--- src/rtl/pwm_shadow_pkg.sv ---
package pwm_shadow_pkg;
   localparam int ADDR_W = 3;

   localparam logic [ADDR_W-1:0] ADR_SET_A = 3'd0;
   localparam logic [ADDR_W-1:0] ADR_RST_A = 3'd1;
   localparam logic [ADDR_W-1:0] ADR_SET_B = 3'd2;
   localparam logic [ADDR_W-1:0] ADR_RST_B = 3'd3;
   localparam logic [ADDR_W-1:0] ADR_CFG   = 3'd4;
   localparam logic [ADDR_W-1:0] ADR_CTRL  = 3'd5;

   localparam int N_CMP         = 4;
   localparam int CTRL_HOLD_BIT = 0;
   localparam int CTRL_AUTO_BIT = 1;

   typedef struct packed {
      logic auto_arm;
      logic hold;
   } ctrl_t;
endpackage

--- src/rtl/pwm_shadow_bank.sv ---
module pwm_shadow_bank
   import pwm_shadow_pkg::*;
#(
   parameter int CMP_W  = 12,
   parameter int CFG_W  = 8,
   parameter int DATA_W = 12
) (
   input  logic                        clk,
   input  logic                        rst_n,
   input  logic                        wr_en,
   input  logic [ADDR_W-1:0]           wr_addr,
   input  logic [DATA_W-1:0]           wr_data,
   output logic [N_CMP-1:0][CMP_W-1:0] sh_cmp,
   output logic [CFG_W-1:0]            sh_cfg,
   output ctrl_t                       ctrl
);
   genvar gi;
   generate
      for (gi = 0; gi < N_CMP; gi++) begin : g_cmp
         always_ff @(posedge clk or negedge rst_n) begin
            if (!rst_n)
               sh_cmp[gi] <= '0;
            else if (wr_en && wr_addr == ADDR_W'(gi))
               sh_cmp[gi] <= wr_data[CMP_W-1:0];
         end
      end
   endgenerate

   always_ff @(posedge clk or negedge rst_n) begin
      if (!rst_n)
         sh_cfg <= '0;
      else if (wr_en && wr_addr == ADR_CFG)
         sh_cfg <= wr_data[CFG_W-1:0];
   end

   always_ff @(posedge clk or negedge rst_n) begin
      if (!rst_n) begin
         ctrl <= '0;
      end else if (wr_en && wr_addr == ADR_CTRL) begin
         ctrl.hold     <= wr_data[CTRL_HOLD_BIT];
         ctrl.auto_arm <= wr_data[CTRL_AUTO_BIT];
      end
   end
endmodule

--- src/rtl/pwm_commit_ctrl.sv ---
module pwm_commit_ctrl
   import pwm_shadow_pkg::*;
(
   input  logic              clk,
   input  logic              rst_n,
   input  logic              wr_en,
   input  logic [ADDR_W-1:0] wr_addr,
   input  logic              cycle_end,
   input  logic              restart,
   input  ctrl_t             ctrl,
   output logic              commit,
   output logic              pending,
   output logic              auto_eff
);
   logic shadowed_wr;
   logic arm;

   always_comb begin
      shadowed_wr = wr_en && (wr_addr <= ADR_CFG);
      arm         = auto_eff ? (wr_en && wr_addr == ADR_RST_B) : shadowed_wr;
      commit      = pending && (restart || (cycle_end && (auto_eff || !ctrl.hold)));
   end

   always_ff @(posedge clk or negedge rst_n) begin
      if (!rst_n) begin
         pending  <= 1'b0;
         auto_eff <= 1'b0;
      end else begin
         if (arm)
            pending <= 1'b1;
         else if (commit)
            pending <= 1'b0;
         if (cycle_end)
            auto_eff <= ctrl.auto_arm;
      end
   end
endmodule

--- src/rtl/pwm_active_bank.sv ---
module pwm_active_bank
   import pwm_shadow_pkg::*;
#(
   parameter int               CMP_W       = 12,
   parameter int               CFG_W       = 8,
   parameter logic [CFG_W-1:0] BYPASS_MASK = 8'hC0
) (
   input  logic                        clk,
   input  logic                        rst_n,
   input  logic                        commit,
   input  logic [N_CMP-1:0][CMP_W-1:0] sh_cmp,
   input  logic [CFG_W-1:0]            sh_cfg,
   input  logic                        cfg_wr,
   input  logic [CFG_W-1:0]            cfg_wdata,
   output logic [N_CMP-1:0][CMP_W-1:0] act_cmp,
   output logic [CFG_W-1:0]            act_cfg
);
   always_ff @(posedge clk or negedge rst_n) begin
      if (!rst_n)
         act_cmp <= '0;
      else if (commit)
         act_cmp <= sh_cmp;
   end

   genvar gb;
   generate
      for (gb = 0; gb < CFG_W; gb++) begin : g_cfg
         if (BYPASS_MASK[gb]) begin : g_live
            always_ff @(posedge clk or negedge rst_n) begin
               if (!rst_n)
                  act_cfg[gb] <= 1'b0;
               else if (cfg_wr)
                  act_cfg[gb] <= cfg_wdata[gb];
               else if (commit)
                  act_cfg[gb] <= sh_cfg[gb];
            end
         end else begin : g_shadowed
            always_ff @(posedge clk or negedge rst_n) begin
               if (!rst_n)
                  act_cfg[gb] <= 1'b0;
               else if (commit)
                  act_cfg[gb] <= sh_cfg[gb];
            end
         end
      end
   endgenerate
endmodule

--- src/rtl/pwm_shadow_sync.sv ---
module pwm_shadow_sync
   import pwm_shadow_pkg::*;
#(
   parameter int               CMP_W       = 12,
   parameter int               CFG_W       = 8,
   parameter logic [CFG_W-1:0] BYPASS_MASK = 8'hC0,
   localparam int              DATA_W      = (CMP_W > CFG_W) ? CMP_W : CFG_W
) (
   input  logic              clk,
   input  logic              rst_n,
   input  logic              wr_en,
   input  logic [2:0]        wr_addr,
   input  logic [DATA_W-1:0] wr_data,
   input  logic              cycle_end,
   input  logic              restart,
   output logic [CMP_W-1:0]  act_set_a,
   output logic [CMP_W-1:0]  act_rst_a,
   output logic [CMP_W-1:0]  act_set_b,
   output logic [CMP_W-1:0]  act_rst_b,
   output logic [CFG_W-1:0]  act_cfg
);
   generate
      if (CMP_W < 2 || CMP_W > 32) begin : g_bad_cmp
         $error("pwm_shadow_sync: CMP_W must lie in 2..32");
      end
      if (CFG_W < 2 || CFG_W > 32) begin : g_bad_cfg
         $error("pwm_shadow_sync: CFG_W must lie in 2..32");
      end
   endgenerate

   logic [N_CMP-1:0][CMP_W-1:0] sh_cmp;
   logic [N_CMP-1:0][CMP_W-1:0] act_cmp;
   logic [CFG_W-1:0]            sh_cfg;
   ctrl_t                       ctrl;
   logic                        commit;
   logic                        pending;
   logic                        auto_eff;
   logic                        cfg_wr;

   assign cfg_wr = wr_en && wr_addr == ADR_CFG;

   pwm_shadow_bank #(.CMP_W(CMP_W), .CFG_W(CFG_W), .DATA_W(DATA_W)) u_shadow (
      .clk     (clk),
      .rst_n   (rst_n),
      .wr_en   (wr_en),
      .wr_addr (wr_addr),
      .wr_data (wr_data),
      .sh_cmp  (sh_cmp),
      .sh_cfg  (sh_cfg),
      .ctrl    (ctrl)
   );

   pwm_commit_ctrl u_ctrl (
      .clk       (clk),
      .rst_n     (rst_n),
      .wr_en     (wr_en),
      .wr_addr   (wr_addr),
      .cycle_end (cycle_end),
      .restart   (restart),
      .ctrl      (ctrl),
      .commit    (commit),
      .pending   (pending),
      .auto_eff  (auto_eff)
   );

   pwm_active_bank #(.CMP_W(CMP_W), .CFG_W(CFG_W), .BYPASS_MASK(BYPASS_MASK)) u_active (
      .clk       (clk),
      .rst_n     (rst_n),
      .commit    (commit),
      .sh_cmp    (sh_cmp),
      .sh_cfg    (sh_cfg),
      .cfg_wr    (cfg_wr),
      .cfg_wdata (wr_data[CFG_W-1:0]),
      .act_cmp   (act_cmp),
      .act_cfg   (act_cfg)
   );

   assign act_set_a = act_cmp[ADR_SET_A];
   assign act_rst_a = act_cmp[ADR_RST_A];
   assign act_set_b = act_cmp[ADR_SET_B];
   assign act_rst_b = act_cmp[ADR_RST_B];
endmodule

--- config.mk ---
export PLATFORM = sky130hd
export DESIGN_NAME = pwm_shadow_sync
export DESIGN_NICKNAME = d
export VERILOG_FILES = /design/src/rtl/pwm_shadow_pkg.sv /design/src/rtl/pwm_shadow_bank.sv /design/src/rtl/pwm_commit_ctrl.sv /design/src/rtl/pwm_active_bank.sv /design/src/rtl/pwm_shadow_sync.sv
export SDC_FILE = /design/constraint.sdc
export NUM_CORES = 1
export LEC_CHECK = 0
export BUFFER_PORTS_ARGS = -buffer_cell sky130_fd_sc_hd__buf_2
export CAP_MARGIN = 25
export CORE_MARGIN = 2
export CORE_UTILIZATION = 55
export CTS_BUF_LIST = sky130_fd_sc_hd__clkbuf_4 sky130_fd_sc_hd__clkbuf_8 sky130_fd_sc_hd__clkbuf_16
export CTS_CLUSTER_DIAMETER = 100
export DETAILED_ROUTE_END_ITERATION = 16
export PLACE_DENSITY = 0.81
export RECOVER_POWER = 25
export SYNTH_ARGS = -nofsm -noshare
export SYNTH_HDL_FRONTEND = slang
export SYNTH_SLANG_ARGS = --single-unit
--- constraint.sdc ---
create_clock -name clk -period 3 [get_ports clk]
set_clock_uncertainty 0.2 [all_clocks]
set_input_delay 0.3 -clock clk [delete_from_list [all_inputs] [get_ports clk]]
set_output_delay 0.3 -clock clk [all_outputs]
set_load 0.02 [all_outputs]
After elaboration in Yosys (flattened, before gate mapping). Index checks and enable logic that the tools add are counted.

Bits of input ports: 20. Output and inout port bits: 56. Flip-flop bits (word level): 116.

Muxes and demuxes: 7. Order comparisons: 1. Reductions and logical operators: 15. Equality and inequality tests: 5.

Operators by type and width (number): logical AND 1 bit (9); two-way mux 1 bit (7); == test 3 x 2 -> 1 bit (second input constant) (2); == test 3 bit (second input constant) (2); nonzero test 2 bit (2); == test 3 x 1 -> 1 bit (second input constant) (1); <= comparator 3 bit (second input constant) (1); logical NOT 3 bit (1); logical OR 1 bit (2); logical NOT 1 bit (1).

Depth between registers and ports, before layout. Gate-level depths: netlist of run 1.

Depth in word-level cells: 7. Gate-level depth with buffers: 5.

By module. From an unflattened synthesis of run 1, not the netlist that was laid out.

Cells, all modules: 260. Area, all modules: 4459.3 um2.

By module, submodules not included: pwm_shadow_bank (sequential area each 1451.4 um2, times used 1, area each 2229.6 um2, cells an instance 127); pwm_active_bank (sequential area each 1401.3 um2, times used 1, area each 2108.3 um2, cells an instance 122); pwm_commit_ctrl (sequential area each 50.0 um2, times used 1, area each 108.9 um2, cells an instance 10); pwm_shadow_sync (sequential area each 0.0 um2, times used 1, area each 12.5 um2, cells an instance 1).

Least setup slack after synthesis of run 1. Ideal clock, no wire load.

Kind: register to register. Start: register u_ctrl.auto_eff. End: register u_active.act_cmp[10] in the netlist's numbering. Setup time: 0.125 ns. Setup slack: 1.309 ns. Buffers on the path: 2. Cell stages (with the launch flop): 6. Data arrival time: 1.366 ns. Path through: dfrtp_1 nor3b_2 or2_1 buf_6 buf_6 mux2_4.

Longest elaborated chain between the ends: 4.

RTL lines: start, declared (RTL line pwm_commit_ctrl.sv:13) `output logic auto_eff`; start signal, assigned (RTL line pwm_commit_ctrl.sv:34) `auto_eff <= ctrl.auto_arm;`; logical OR 1 bit (RTL line pwm_commit_ctrl.sv:21) `commit = pending && (restart || (cycle_end && (auto_eff || !ctrl.hold)));`; logical AND 1 bit (RTL line pwm_commit_ctrl.sv:21); logical OR 1 bit (RTL line pwm_commit_ctrl.sv:21); logical AND 1 bit (RTL line pwm_commit_ctrl.sv:21); end signal, assigned (RTL line pwm_active_bank.sv:22) `act_cmp <= sh_cmp;`; end, declared (RTL line pwm_active_bank.sv:15) `output logic [N_CMP-1:0][CMP_W-1:0] act_cmp,`.

Every way passes these cells. A chain may end at the register's enable or synchronous reset.

==> impl_metrics.csv, run 1 <==
group,metric,value,unit
routing,ant_nets,0,
cells_and_area,fillerInstances,546,
outcome,status,"finished, violations left",
pwr,p_int,0.00415,W
sta,setup_viol,0,
sta,worst_pin_slew,1.73,ns
pwr,clkPwrFrac,0.305,
yosys,syn-cell-area,4550,um^2
yosys,synth_area_leaders,"dfrtp_1 64%, mux2_2 19%, mux2_4 9.2%",
grt,overflow,0,
floorplanning,core,8090,um^2
clock_network,numCtsBuffers,17,
place,place_congestion,0.785,
sta,slew_violations,31,
yosys,ys_warn_count,0,
grt,antenna_found_initial,0,
cells_and_area,syn_to_final_growth,26.4,%
setup_path,cp_max_fo,31,
setup_path,slowest_delay,1.24,ns
pwr,p_leak,2.78,nW
routing,vias,2646,
pwr,ir_drop,0.678,mV
cells_and_area,layout_common_cells,"116 x dfrtp_1, 77 x mux2_2, 73 x buf_2, 28 x mux2_4, 24 x nand2_1",
routing,viasPerCell,5.31,
grt,grt_pass1_wl,15200,um
pwr,p_comb_frac,0.288,
clock_network,ctsLongestPathBuffers,2,
yosys,synth_top_area_frac,0.639,
pwr,pwr-share-seq,0.407,
setup_path,arrival,2.65,ns
outcome,violations,"capacitance limit, slew limit",
cells_and_area,final_common_cell,"dfrtp_1",
routing,dr.pass1.iters,4,
routing,drt-wirelength-per-cell,18.8,um
sta,fmax,0.453,GHz
run,maxCapViolations,1,
place,numPortBuffers,75,
grt,grt_pass1_vias,2846,
clock_network,clk_latency,0.50,ns
clock_network,h-tree-depth,4,
yosys,syn_nets,298,
yosys,ys_types,24,
clock_network,clock_sinks,116,
pwr,p_sw_frac,0.307,
floorplanning,die_y,94.9,um
routing,drc,0,
clock_network,cts_tree,"built",
clock_network,path_clk_slew,0.05,ns
sta,fin_tns_setup,0,ns
yosys,yosysSeqAreaShare,0.639,
worst_hold_path,hp-class,"in -> reg",
floorplanning,initial_core_util,0.562,
sta,period_share,0.736,
setup_path,end_kind,"asynchronous set/reset pin",
setup_path,start_kind,"input pin",
yosys,synth-seq-cells,116,
setup_path,critPathKind,"in -> async",
pwr,power_switching,0.00183,W
sta,rsz0062_at_grt,"no",
setup_path,r2r_slack,0.87,ns
routing,routed_wl,9360,um
sta,holdWs,0.0397,ns
grt,grt_max_degree,58,
pwr,fin_total_pwr,0.00598,W
cells_and_area,final_nets,403,
sta,final_hold_viol_count,0,
cells_and_area,diodes,0,
grt,grt_use_total,0.236,
pwr,powerDensity,1040,nW/um^2
routing,first_iter_violations,101,
floorplanning,rows,33,
floorplanning,dieArea,9010,um^2
setup_path,cp.required,3.44,ns
sta,relSlewSlack,-0.156,
yosys,yosysTopAreaCell,"dfrtp_1",
floorplanning,fp.dieW,94.9,um
floorplanning,io_pins,76,
yosys,netlist_instances,278,
sta,min_period,2.21,ns
place,dp_hpwl,5820,um
setup_path,cp_cell_sequence,"dlygate4sd3_1, clkbuf_1, buf_4",
yosys,synth.avg_cell_area,16.4,um^2
clock_network,ctsRootBufferMaster,"clkbuf_8",
setup_path,cp_slowest_cell,"clkbuf_1",
cells_and_area,drive_above_1_share,0.560,
## power by group through the flow
| stage | clock network (W) | registers (W) | logic, W |
|---|---|---|---|
| 6_report | 0.00182 | 0.00243 | 0.00172 |
| 5_1_grt | 0.00194 | 0.00250 | 0.00185 |
| 4_1_cts | 0.00185 | 0.00244 | 0.00174 |
| 3_5_place_dp | 0 | 0.00245 | 0.00171 |
| 3_3_place_gp | 0 | 0.00243 | 0.00167 |
| 2_1_floorplan | 0 | 0.00284 | 0.000704 |
## what timing repair did
item,4_1_cts,5_1_grt
hold buffers,16,0
setup buffers,0,0
gates resized for setup,0,0
hold endpoints to repair,148,0
## metrics by stage
stage	utilization	std cells	instance area (um^2)	setup WS [ns]
2_1_floorplan	-	278	4550	1.31
3_3_place_gp	0.624	453	5050	0.961
3_5_place_dp	0.624	453	5050	0.894
4_1_cts	0.711	498	5750	0.863
5_1_grt	0.710	498	5750	0.397
6_report	0.710	498	5750	0.792
## layout make-up
type / instances / area (um^2) / share of cell area
multi-input cells: 150 / 1560 / 0.272
repair buffers: 98 / 611 / 0.106
clock inverters: 7 / 85.1 / 0.0148
clock buffers: 22 / 452 / 0.0786
well taps: 105 / 131 / 0.0229
flip-flops and latches: 116 / 2900 / 0.505
## cell usage after synthesis
master,number
dfrtp_1,116
mux2_2,77
mux2_4,28
nand2_1,24
buf_2,4
buf_6,4
o211ai_1,4
and4bb_2,2
buf_4,2
clkbuf_1,2
nand4b_1,2
a21boi_0,1
a21oi_1,1
a22o_1,1
nand2b_1,1
nand4bb_1,1
nor2_2,1
nor3b_2,1
nor4b_2,1
nor4bb_1,1
o21ai_0,1
o21ai_1,1
or2_1,1
or3_1,1
## cell families after synthesis
logic type,count (synthesis),synth area share
AOI/OAI and AO/OA,9,0.0135
DFF,116,0.639
buffers and inverters,12,0.0193
and+or+nand+nor,36,0.0454
muxes,105,0.283
## registers in the layout, indices dropped and copies added, names as in the netlist
signal / flops
u_ctrl.pending: 1
u_shadow.sh_cmp: 48
u_shadow.sh_cfg: 8
u_shadow.ctrl: 2
u_ctrl.auto_eff: 1
u_active.act_cfg: 8
u_active.act_cmp: 48
## final timing paths
| path | startpoint | end | depth (start not counted) |
|---|---|---|---|
| worst max-delay path | rst_n | u_shadow.sh_cmp[35]$_DFFE_PN0P_ | 3 |
| worst min-delay path | wr_addr[0] | u_shadow.sh_cfg[0]$_DFFE_PN0P_ | 4 |
| worst max register to register | u_ctrl.auto_eff$_DFFE_PN0P_ | u_active.act_cmp[12]$_DFFE_PN0P_ | 4 |
| worst min register to register | u_shadow.sh_cfg[1]$_DFFE_PN0P_ | u_shadow.sh_cfg[1]$_DFFE_PN0P_ | 2 |
| max in group clk | cycle_end | u_active.act_cmp[12]$_DFFE_PN0P_ | 6 |
| min in group asynchronous | rst_n | u_shadow.sh_cfg[4]$_DFFE_PN0P_ | 2 |
## worst max-delay path, delay by kind of cell
| kind | cells | cell delay [ns] |
|---|---|---|
| buf+inv | 3 | 2.31 |
## metal layers
metal | vias to the layer above | track usage | wire [um]
met4 | 0 | 0.0870 | 179
met5 | - | 0 | 0
li1 | 1194 | - | -
met1 | 1365 | 0.308 | 4080
met2 | 70 | 0.376 | 4720
met3 | 17 | 0.0694 | 380
No activity file was read; power rests on OpenSTA's default activity.
==> inputs of run 2 (changes only) <==
Clock period 3 ns to 2.3 ns, I/O delays scaled along.
==> impl_metrics.csv, run 2 (synthesized netlist as in run 1, its figures left out) <==
group,metric,value,unit
place,place_area,5060,um^2
cells_and_area,final_nets,405,
setup_path,r2r-start,"u_ctrl.auto_eff$_DFFE_PN0P_",
floorplanning,initial_core_util,0.562,
sta,final_hold_viol_count,0,
sta,holdWs,0.0305,ns
pwr,ir_drop,0.799,mV
floorplanning,die_y,94.9,um
sta,worst_pin_slew,1.31,ns
sta,fmax,0.525,GHz
setup_path,end_kind,"register",
sta,setup_viol,0,
routing,first_iter_violations,116,
floorplanning,fp.dieW,94.9,um
setup_path,cp_top_family,"buffers and inverters",
routing,drt-wirelength-per-cell,18.2,um
cells_and_area,final_area,5800,um^2
setup_path,r2r_slack,0.43,ns
grt,grt_use_total,0.225,
sta,min_period,1.90,ns
place,place_congestion,0.774,
cells_and_area,largestRegisters,"u_active.act_cmp: 48 flops, u_shadow.sh_cmp: 48 flops",
sta,fin_tns_setup,0,ns
grt,antenna_found_initial,0,
setup_path,cp_max_fo,8,
cells_and_area,syn_to_final_growth,27.6,%
sta,relSlewSlack,0.126,
grt,overflow,0,
cells_and_area,drive_above_1_share,0.560,
cells_and_area,diodes,0,
worst_hold_path,hold_depth,3,
cells_and_area,fin_util,0.717,
worst_hold_path,hp-class,"in -> reg",
outcome,status,"completed",
setup_path,critPathKind,"in -> reg",
clock_network,ctsRootBufferMaster,"clkbuf_8",
clock_network,path_clk_slew,0.05,ns
floorplanning,dieArea,9010,um^2
setup_path,cp.required,2.48,ns
sta,rsz0062_at_grt,"no",
setup_path,r2r-end,"u_active.act_cmp[5]$_DFFE_PN0P_",
grt,grt_pass1_wl,14700,um
setup_path,start_kind,"input pin",
setup_path,cp_cell_sequence,"dlygate4sd3_1, clkbuf_1, nand4b_1, buf_4, mux2_2",
setup_path,cp_slowest_cell,"dlygate4sd3_1",
pwr,p_leak,2.79,nW
setup_path,worst-path-buf-inv,3,
place,numPortBuffers,75,
run,maxCapViolations,0,
routing,drc,0,
cells_and_area,final_common_cell,"dfrtp_1",
setup_path,reg2regPathDepth,4,
routing,vias,2707,
clock_network,numCtsBuffers,17,
sta,slew_violations,0,
routing,routed_wl,9180,um
floorplanning,core,8090,um^2
clock_network,cts_tree,"built",
routing,viasPerCell,5.38,
worst_hold_path,hold_end,"u_ctrl.pending$_DFFE_PN0P_",
clock_network,h-tree-depth,4,
setup_path,slowest_delay,0.53,ns
cells_and_area,layout_common_cells,"116 x dfrtp_1, 77 x mux2_2, 72 x buf_2, 28 x mux2_4, 24 x nand2_1",
floorplanning,rows,33,
clock_network,ctsLongestPathBuffers,2,
pwr,fin_total_pwr,0.00788,W
routing,ant_nets,0,
floorplanning,io_pins,76,
clock_network,clk_latency,0.50,ns
pwr,powerDensity,1360,nW/um^2
setup_path,arrival,2.09,ns
grt,grt_pass1_vias,2780,
clock_network,cts_resized,0,
place,dp_hpwl,5670,um
sta,period_share,0.828,
grt,grt_max_degree,53,
worst_hold_path,hp-start,"wr_addr[2]",
routing,dr.pass1.iters,4,
clock_network,clock_sinks,116,
## run 2: cell type report
type | count | area [um^2]
Clock buffer | 24 | 504
Clock inverter | 8 | 72.6
Fill cell | 535 | 2290
Multi-Input combinational cell | 150 | 1560
Sequential cell | 116 | 2900
Tap cell | 105 | 131
Timing Repair Buffer | 100 | 624
## run 2: metal layers
| layer | track usage | share of wire | wire length [um] | vias up |
|---|---|---|---|---|
| li1 | - | - | - | 1201 |
| met1 | 0.293 | 0.43 | 3970 | 1406 |
| met2 | 0.353 | 0.50 | 4620 | 83 |
| met3 | 0.0607 | 0.039 | 358 | 17 |
| met4 | 0.105 | 0.024 | 221 | 0 |
| met5 | 0 | 0 | 0 | - |
## run 2: power breakdown
group	leakage, nW	internal [W]	switching, W
clock network	0.282	0.00161	0.000861
registers	1.40	0.00276	0.000411
logic	1.10	0.00108	0.00116
## run 2: tightest hold or removal path, stage by stage
cell and delay (ns):
buf_2 0.15, o21ai_0 0.19, a22o_1 0.13
## run 2: worst max-delay path by stage
stage                                      from                               end  slack (ns)  depth (start not counted)
floorplan           u_ctrl.auto_eff$_DFFE_PN0P_  u_active.act_cmp[10]$_DFFE_PN0P_        0.61                          5
global placement    u_ctrl.auto_eff$_DFFE_PN0P_   u_active.act_cmp[6]$_DFFE_PN0P_        0.51                          4
finish                                    wr_en   u_shadow.sh_cmp[47]$_DFFE_PN0P_        0.40                          5
global route                              rst_n    u_shadow.sh_cfg[0]$_DFFE_PN0P_        0.21                          3
CTS                 u_ctrl.auto_eff$_DFFE_PN0P_   u_active.act_cmp[5]$_DFFE_PN0P_        0.42                          4
detailed placement  u_ctrl.auto_eff$_DFFE_PN0P_   u_active.act_cmp[5]$_DFFE_PN0P_        0.43                          4
## run 2: stage by stage
stage,instances,setup slack [ns]
6_report,503,0.396
5_1_grt,503,0.206
4_1_cts,503,0.424
3_5_place_dp,454,0.428
3_3_place_gp,454,0.513
2_1_floorplan,278,0.609
## run 2: timing repair
item | CTS | global route
hold endpoints to repair | 111 | 0
hold buffers | 17 | 0
buffers inserted | 0 | 0
setup endpoints to repair | 0 | 0
